### src/rtl/fan_tach_pkg.sv
package fan_tach_pkg;

    // Width of the shared divisor / polarity control field
    localparam int CTL_W = 2;

    // Measurement sequencer states
    typedef enum logic [1:0] {
        ST_IDLE = 2'd0,
        ST_ARM  = 2'd1,
        ST_MEAS = 2'd2
    } tach_state_e;

    // Configuration seen by the datapath
    typedef struct packed {
        logic             level_mode;
        logic [CTL_W-1:0] ctl;
    } tach_cfg_t;

    // Tick divisor selected by the control field in count mode
    function automatic int unsigned ctl_to_div(input logic [CTL_W-1:0] c);
        return 32'd1 << c;
    endfunction

    // Level mode: bit 0 of the control field set means the fail signal is active low
    function automatic logic fail_active(input logic lvl, input logic [CTL_W-1:0] c);
        return lvl ^ c[0];
    endfunction

endpackage

### src/rtl/fan_tach_sync.sv
module fan_tach_sync #(
    parameter int STAGES = 2
) (
    input  logic clk,
    input  logic rst,
    input  logic din,
    output logic level_o,
    output logic rise_o
);
    // STAGES synchronizer flops plus one history flop for edge detection
    logic [STAGES:0] sh;

    for (genvar g = 0; g <= STAGES; g++) begin : g_stage
        if (g == 0) begin : g_first
            always_ff @(posedge clk) begin
                if (rst) sh[0] <= 1'b0;
                else     sh[0] <= din;
            end
        end else begin : g_next
            always_ff @(posedge clk) begin
                if (rst) sh[g] <= 1'b0;
                else     sh[g] <= sh[g-1];
            end
        end
    end

    assign level_o = sh[STAGES-1];
    assign rise_o  = sh[STAGES-1] & ~sh[STAGES];

    // A rising edge is reported for exactly one cycle
    assert_rise_single_R2: assert property (@(posedge clk) disable iff (rst)
        rise_o |=> !rise_o);

endmodule

### src/rtl/fan_tach_prescale.sv
module fan_tach_prescale
    import fan_tach_pkg::*;
#(
    parameter int PRE_W = 3
) (
    input  logic             clk,
    input  logic             rst,
    input  logic             clear,
    input  logic             ref_tick,
    input  logic [CTL_W-1:0] div_ctl,
    output logic             tick_o
);
    logic [PRE_W-1:0] pre;
    logic [PRE_W-1:0] last;

    assign last   = PRE_W'(ctl_to_div(div_ctl) - 1);
    assign tick_o = ref_tick & (pre == last);

    always_ff @(posedge clk) begin
        if (rst || clear)  pre <= '0;
        else if (ref_tick) pre <= (pre == last) ? '0 : pre + 1'b1;
    end

    // The phase counter moves only on reference ticks (or a clear)
    assert_phase_gated_R9: assert property (@(posedge clk) disable iff (rst)
        (!$past(ref_tick) && !$past(clear)) |-> $stable(pre));

endmodule

### src/rtl/fan_tach_period.sv
module fan_tach_period
    import fan_tach_pkg::*;
#(
    parameter int CNT_W = 8
) (
    input  logic             clk,
    input  logic             rst,
    input  logic             start,
    input  logic             level_mode,
    input  logic             rise,
    input  logic             tick,
    output logic             clear_o,
    output logic             fin_o,
    output logic [CNT_W-1:0] fin_val_o
);
    localparam logic [CNT_W-1:0] CNT_MAX  = '1;
    localparam logic [CNT_W-1:0] CNT_NEAR = CNT_MAX - 1'b1;

    tach_state_e      state, state_n;
    logic [CNT_W-1:0] cnt, cnt_n;

    always_comb begin
        state_n   = state;
        cnt_n     = cnt;
        fin_o     = 1'b0;
        fin_val_o = cnt;
        clear_o   = (state == ST_IDLE);
        case (state)
            ST_IDLE: begin
                cnt_n = '0;
                if (start && !level_mode) state_n = ST_ARM;
            end
            ST_ARM: begin
                if (level_mode) begin
                    state_n = ST_IDLE;
                end else if (rise) begin
                    state_n = ST_MEAS;
                    cnt_n   = '0;
                    clear_o = 1'b1;
                end else if (tick) begin
                    if (cnt == CNT_NEAR) begin
                        fin_o     = 1'b1;
                        fin_val_o = CNT_MAX;
                        state_n   = ST_IDLE;
                    end else begin
                        cnt_n = cnt + 1'b1;
                    end
                end
            end
            ST_MEAS: begin
                if (level_mode) begin
                    state_n = ST_IDLE;
                end else if (rise) begin
                    fin_o     = 1'b1;
                    fin_val_o = cnt + CNT_W'(tick);
                    state_n   = ST_IDLE;
                end else if (tick) begin
                    if (cnt == CNT_NEAR) begin
                        fin_o     = 1'b1;
                        fin_val_o = CNT_MAX;
                        state_n   = ST_IDLE;
                    end else begin
                        cnt_n = cnt + 1'b1;
                    end
                end
            end
            default: state_n = ST_IDLE;
        endcase
    end

    always_ff @(posedge clk) begin
        if (rst) begin
            state <= ST_IDLE;
            cnt   <= '0;
        end else begin
            state <= state_n;
            cnt   <= cnt_n;
        end
    end

    // Within one state the running count never decreases, so it cannot wrap
    assert_no_wrap_R4: assert property (@(posedge clk) disable iff (rst)
        (state != ST_IDLE && state == $past(state)) |-> cnt >= $past(cnt));

    // Finishing always returns the sequencer to idle
    assert_fin_to_idle_R5: assert property (@(posedge clk) disable iff (rst)
        fin_o |=> state == ST_IDLE);

endmodule

### src/rtl/fan_tach_meter.sv
module fan_tach_meter
    import fan_tach_pkg::*;
#(
    parameter int CNT_W       = 8,
    parameter int SYNC_STAGES = 2,
    parameter int PRE_W       = 3
) (
    input  logic             clk,
    input  logic             rst,
    input  logic             tach_in,
    input  logic             ref_tick,
    input  logic             level_mode,
    input  logic [1:0]       div_ctl,
    input  logic [CNT_W-1:0] cnt_limit,
    input  logic             meas_start,
    output logic [CNT_W-1:0] fan_count,
    output logic             meas_done,
    output logic             fan_alarm
);
    tach_cfg_t        cfg;
    logic             s_level, s_rise;
    logic             tick, clr;
    logic             fin;
    logic [CNT_W-1:0] fin_val;

    assign cfg = '{level_mode: level_mode, ctl: div_ctl};

    fan_tach_sync #(.STAGES(SYNC_STAGES)) i_sync (
        .clk(clk), .rst(rst), .din(tach_in),
        .level_o(s_level), .rise_o(s_rise)
    );

    fan_tach_prescale #(.PRE_W(PRE_W)) i_pre (
        .clk(clk), .rst(rst), .clear(clr), .ref_tick(ref_tick),
        .div_ctl(cfg.ctl), .tick_o(tick)
    );

    fan_tach_period #(.CNT_W(CNT_W)) i_period (
        .clk(clk), .rst(rst), .start(meas_start), .level_mode(cfg.level_mode),
        .rise(s_rise), .tick(tick), .clear_o(clr),
        .fin_o(fin), .fin_val_o(fin_val)
    );

    always_ff @(posedge clk) begin
        if (rst) begin
            fan_count <= '0;
            meas_done <= 1'b0;
            fan_alarm <= 1'b0;
        end else begin
            meas_done <= fin;
            if (fin) fan_count <= fin_val;
            if (cfg.level_mode)
                fan_alarm <= fail_active(s_level, cfg.ctl);
            else if (fin)
                fan_alarm <= (fin_val > cnt_limit);
        end
    end

    assert_done_pulse_R5: assert property (@(posedge clk) disable iff (rst)
        meas_done |=> !meas_done);

    assert_count_hold_R5: assert property (@(posedge clk) disable iff (rst)
        !meas_done |-> $stable(fan_count));

    assert_alarm_cmp_R6: assert property (@(posedge clk) disable iff (rst)
        meas_done |-> fan_alarm == (fan_count > $past(cnt_limit)));

    assert_level_no_done_R8: assert property (@(posedge clk) disable iff (rst)
        $past(level_mode) |-> !meas_done);

    assert_tick_gated_R9: assert property (@(posedge clk) disable iff (rst)
        tick |-> ref_tick);

endmodule

### config.mk
export PLATFORM = sky130hd
export DESIGN_NAME = fan_tach_meter
export DESIGN_NICKNAME = d
export VERILOG_FILES = /design/src/rtl/fan_tach_pkg.sv /design/src/rtl/fan_tach_sync.sv /design/src/rtl/fan_tach_prescale.sv /design/src/rtl/fan_tach_period.sv /design/src/rtl/fan_tach_meter.sv
export SDC_FILE = /design/constraint.sdc
export NUM_CORES = 1
export LEC_CHECK = 0
export BUFFER_PORTS_ARGS = -buffer_cell sky130_fd_sc_hd__buf_4
export CORE_UTILIZATION = 60
export CTS_BUF_LIST = sky130_fd_sc_hd__clkbuf_4
export CTS_CLUSTER_SIZE = 10
export DETAILED_ROUTE_END_ITERATION = 10
export GPL_TIMING_DRIVEN = 0
export PLACE_DENSITY = 0.82
export SLEW_MARGIN = 5
export SYNTH_ARGS = -nofsm -noshare
export SYNTH_HDL_FRONTEND = slang
export SYNTH_HIERARCHICAL = 1
export SYNTH_SLANG_ARGS = --single-unit
export TNS_END_PERCENT = 30
### constraint.sdc
create_clock -name clk -period 4 [get_ports clk]
set_clock_uncertainty 0.15 [all_clocks]
set_input_delay 0 -clock clk [delete_from_list [all_inputs] [get_ports clk]]
set_output_delay 0 -clock clk [all_outputs]
set_load 0.05 [all_outputs]
# After elaboration in Yosys (flattened, before gate mapping)

Index checks and enable logic that the tools add are counted.

Add/sub/neg operators: 4
$lt $le $gt $ge: 1
Equality and inequality tests: 8
Shift operators: 1
Muxes and demuxes: 35
Bitwise logic cells: 4
Reductions and logical operators: 7

Operator list:

| operator              | count |
|---|---|
| $mux W8               | 12 |
| $pmux W8 S3           | 1 |
| $pmux W8 S2           | 1 |
| $mux W2               | 7 |
| $mux W1               | 11 |
| $add A8 B1 Y8         | 1 |
| $add A8 B1 Y8 const B | 1 |
| $eq A8 B8 Y1 const B  | 1 |
| $gt A8 B8 Y1          | 1 |
| $ne A2 B2 Y1 const B  | 4 |
| $pmux W2 S3           | 1 |
| $reduce_and A4 Y1     | 1 |
| $add A3 B1 Y3 const B | 1 |
| $eq A3 B3 Y1          | 1 |
| $mux W3               | 1 |
| $reduce_bool A3 Y1    | 1 |
| $shl A1 B2 Y3 const A | 1 |
| $sub A3 B1 Y3 const B | 1 |
| $and A1 B1 Y1         | 2 |
| $eq A2 B1 Y1 const B  | 1 |
| $eq A2 B2 Y1 const B  | 1 |
| $logic_not A2 Y1      | 1 |
| $pmux W1 S2           | 1 |
| $reduce_bool A2 Y1    | 1 |
| other kinds (5)       | 5 |

Register bits: 26
Logic and storage cells: 69

# Longest topological paths before layout

Depth in word-level cells: 11
Depth in mapped cells: 15
Mapped depth without buffers: 15

# By module

Netlist, hierarchy kept.

By module, submodules not included:

| module            | instances | cells an instance | area each (um^2) | seq. area each (um^2) |
|---|---|---|---|---|
| fan_tach_period   | 1         | 157               | 1202.4           | 200.2 |
| fan_tach_meter    | 1         | 62                | 564.3            | 200.2 |
| fan_tach_prescale | 1         | 21                | 200.2            | 60.1 |
| fan_tach_sync     | 1         | 7                 | 87.6             | 60.1 |

# Least setup slack after synthesis

No wires, ideal clock.

Kind: reg-to-reg
From: reg i_pre.pre[0]
To: reg fan_alarm
Library setup time: 0.116 ns
Arrival time: 3.154 ns
Setup slack: 0.580 ns
Stages on the path, launching flop included: 12
Period minus slack after synthesis: 3.420 ns
Cells stage by stage: dfxtp_1 > or4b_1 > o32ai_2 > or2_1 > ha_1 > and3_1 > nand4_1 > mux2_1 > a22o_1 > ha_1 > a2111o_1 > o211a_1

Word-level cells in the longest chain between the ends: 9
Elaborated cells between the ends (all ways): 19
Those cells by class: 1 x add/sub; 1 x order compare; 1 x eq/ne; 14 x mux; 1 x bitwise; 1 x reduce/logical

RTL lines:

| element                                         | RTL line                                     | RTL |
|---|---|---|
| start, declared                                 | fan_tach_prescale.sv:13                      | `logic [PRE_W-1:0] pre;` |
| start signal, assigned                          | fan_tach_prescale.sv:21                      | `else if (ref_tick) pre <= (pre == last) ? '0 : pre + 1'b1;` |
| $eq A3 B3 Y1 *                                  | fan_tach_prescale.sv:17                      | `assign tick_o = ref_tick & (pre == last);` |
| $and A1 B1 Y1 *                                 | fan_tach_prescale.sv:17                      |  |
| net tick                                        | fan_tach_meter.sv:22                         | `logic tick, clr;` |
| $add A8 B1 Y8 / $mux W8 (equally long branches) | fan_tach_period.sv:55, fan_tach_period.sv:40 |  |
| $mux W8, on equally long branches               | fan_tach_period.sv:53, fan_tach_period.sv:36 |  |
| $mux W8, on equally long branches               | fan_tach_period.sv:51, fan_tach_period.sv:34 |  |
| $pmux W8 S2 *                                   | fan_tach_period.sv:28                        | `case (state)` |
| net fin_val[7]                                  | fan_tach_meter.sv:24                         | `logic [CNT_W-1:0] fin_val;` |
| $gt A8 B8 Y1 *                                  | fan_tach_meter.sv:55                         | `fan_alarm <= (fin_val > cnt_limit);` |
| $mux W1 *                                       | fan_tach_meter.sv:54                         | `else if (fin)` |
| $mux W1 *                                       | fan_tach_meter.sv:52                         | `if (cfg.level_mode)` |
| end signal, assigned                            | fan_tach_meter.sv:53                         | `fan_alarm <= fail_active(s_level, cfg.ctl);` |
| end signal, assigned                            | fan_tach_meter.sv:55                         |  |
| end, declared                                   | fan_tach_meter.sv:18                         | `output logic fan_alarm` |

Mark *: on every way through the listed nets, which the timed path passes. The rest lies on a longest branch. The select of a mux whose other input is x is not followed.
A chain may end at the register's enable or synchronous reset.

# Worst setup path in the final report

From: reg i_pre.pre[1]
To: reg fan_alarm

Same word-level chain as after synthesis.

==> qor.yml <==
timing:
  fin_ws_ns: 0.262
  finalHoldViolCount: 0
  whs_ns: 0.0210
  final_max_slew_viol_count: 0
  setup_viol: 0
  fmax_mhz: 267
  fin_crit_ns: 3.74
  rsz0062_at_grt: "false"
  worstMarginPinSlew_ns: 0.502
  period_share_pct: 93.5
  max_slew_margin_pct: 66.3
  setup_tns_ns: 0
route:
  dr.pass1.iters: 4
  drt-vias-per-instance: 5.93
  drc: 0
  drt_iter0_markers: 169
  wl_um: 4800
  num_vias: 1934
  postRouteAntennaNets: 0
  routedWlPerCell_um: 14.7
setup_path:
  reg2reg_to: "fan_alarm"
  crit_required_ns: 4.10
  critical_path.startpoint: "i_pre/pre[1]"
  arrival_ns: 3.83
  critPathCaptureType: "register"
  r2r_setup_slack_ns: 0.26
  critPathKind: "register to register"
  reg2reg_from: "i_pre/pre[1]"
  critPathLaunchType: "register"
  crit_fanout: 6
  reg2reg_depth: 11
status:
  status: "finished, final reports clean"
floorplanning:
  core_um2: 3150
  rows: 20
  die_area_um2: 3660
  chipHeight_um: 60.5
  ioPinCount: 26
  start_util_pct: 65.2
  die_w_um: 60.5
yosys:
  yosysWarnings: 6
  seq_area_frac_synth_pct: 25.3
  synth_edf_count: 0
  synth.top_cells.by_count: "26 x dfxtp_1, 19 x ha_1, 19 x inv_1, 19 x nand2_1, 15 x nor2_1"
  synthTopCellsByArea: "dfxtp_1 25%, ha_1 12%, mux2i_1 4.9%"
  synth_compound_area_share_pct: 22.8
  synthMuxAreaShare_pct: 5.42
  netlist_area_um2: 2050
  ys_dominant_reg_cell: "dfxtp_1"
  yosys.area_share.simple_pct: 24.7
  synth-xor-area-share_pct: 1.28
  synth_top_family_by_area: "simple AND/OR/NAND/NOR gates"
  netlist_instances: 247
  synth_top_area_cell: "dfxtp_1"
  synth_top_cell_area_share_pct: 25.3
  ys_async_sr_fraction_pct: 0
  synth-adder-area-share_pct: 11.6
  ys_types: 63
  yosysMostFrequentCell: "dfxtp_1"
  avgSynthCellArea_um2: 8.32
  synth-seq-cells: 26
  syn-num-nets: 282
layout:
  insertedDiodeCount: 0
  finalNetCount: 318
  area_growth_pct: 17.3
  layout-drive-gt1-share_pct: 18.8
  final_cells: 326
place:
  port_buffers: 25
  place_hpwl_um: 3530
  dp_slack_ns: 0.310
  gp_congestion: 0.876
  place.detailed.instances: 316
clocking:
  worst_skew_pair.late_latency_ns: 0.33
  cts_tree: "yes"
  ctsHtreeMaxLevel: 1
  clk_path_buf_depth: 2
  root_buffer: "clkbuf_4"
  numCtsBuffers: 3
  clock-sinks: 26
  clk_pin_slew_ns: 0.15
flow_run:
  maxCapViolations: 0
global_route:
  grt.overflow.total: 0
  grt_max_degree: 16
  antenna_found_initial: 0
  grt_usage_pct: 28.9
  grt_pass1_vias: 1798
  grt_pass1_wl_um: 7950
power:
  leakage_nw: 1.01
  power_density_nw_per_um2: 223
  finalPower_w: 0.000537
  ir_worst_vdd_mv: 0.186
hold_path:
  hold-path-cell-count: 4
  min_path_type: "primary input to register"
  worstHoldEndpoint: "i_pre/pre[2]"
  hold_path.startpoint: "div_ctl[1]"
## how the worst max path moves through the flow
stage | to | cells past startpoint | slack (ns)
after floorplan | fan_alarm | 11 | 0.58
after global placement | fan_alarm | 11 | 0.34
after detailed placement | fan_alarm | 13 | 0.31
after CTS | fan_alarm | 13 | 0.27
after global routing | fan_alarm | 13 | 0.04
final | fan_alarm | 11 | 0.26
## layer usage
layer	wire length, um	up-vias	share of wire, %	GRT usage (%)
met4	74	0	1.5	9.74
met2	2330	78	49	49.6
li1	-	968	-	-
met1	2070	878	43	37.0
met5	0	-	0	0
met3	322	10	6.7	4.26
## worst max-delay path, stage by stage, from the launching register on
cell and delay (ns):
dfxtp_1 0.38, or4b_1 0.53, o32ai_2 0.33, or2_1 0.23
ha_1 0.18, and3_1 0.26, nand4_1 0.13, mux2_1 0.32
a22o_1 0.20, ha_1 0.31, a2111o_1 0.42, o211a_1 0.20
## placed cells by master (no fill, tap or decap), types with 3 or more instances in the layout
master         synthesis  routed
a21boi_0               3       3
dfxtp_1               26      26
nand2b_1               5       5
a31oi_1                4       4
nor4b_1                3       3
a22o_1                 3       3
buf_4                  1      26
nor2b_1                6       6
nand3_1                5       5
a21o_1                 3       3
mux2i_1               10      10
nand2_1               19      19
a211oi_1               4       4
buf_2                  4       4
o211ai_1               3       3
clkbuf_4               0       3
dlygate4sd3_1          0       6
o21ai_0               12      12
nor3_1                 5       5
and3_1                 5       5
inv_1                 19      19
clkbuf_1               4       4
a21oi_1                9       9
buf_6                  5       5
nand4_1                7       7
ha_1                  19      19
nor2_1                15      15
## what timing repair did
action                                  in CTS  in global routing
hold buffers                                 6                  0
buffers inserted                             0                  0
hold endpoints to repair                    14                  0
gates resized for setup                      0                  1
endpoints found under the setup margin       0                  1
## flip-flops by register name, indices dropped and copies added, names as in the netlist
signal / cells
i_pre/pre: 3
fan_alarm: 1
fan_count: 8
i_period/cnt: 8
meas_done: 1
i_period/state: 2
i_sync/level_o: 1
i_sync/sh: 2
## logic make-up after synthesis
group | Yosys count
XOR/XNOR | 3
multiplexers | 11
flip-flops | 26
adder cells (fa/ha/maj) | 19
AND/OR/NAND/NOR | 90
buffers and inverters | 34
AO/OA/AOI/OAI | 64
## area by class of cell
class | instances | area [um^2]
repair buffers | 31 | 248
inverters | 19 | 71.3
flip-flops and latches | 26 | 520
clock buffers | 3 | 22.5
clock inverters | 1 | 30.0
multi-input cells | 187 | 1350
fillers | 259 | 743
well taps | 44 | 55.1
plain buffers | 15 | 113
## through the flow
stage	util (%)	cell area [um^2]
detailed placement	72.9	2300
floorplan	-	2050
global placement	72.9	2300
CTS	76.4	2410
finish	76.4	2410
global route	76.4	2410
## report_power, final
part	internal (W)	switching, W
registers	0.000262	0.00000256
clock network	0.000101	0.0000868
logic	0.0000389	0.0000449
(Power assumes the default switching activity.)
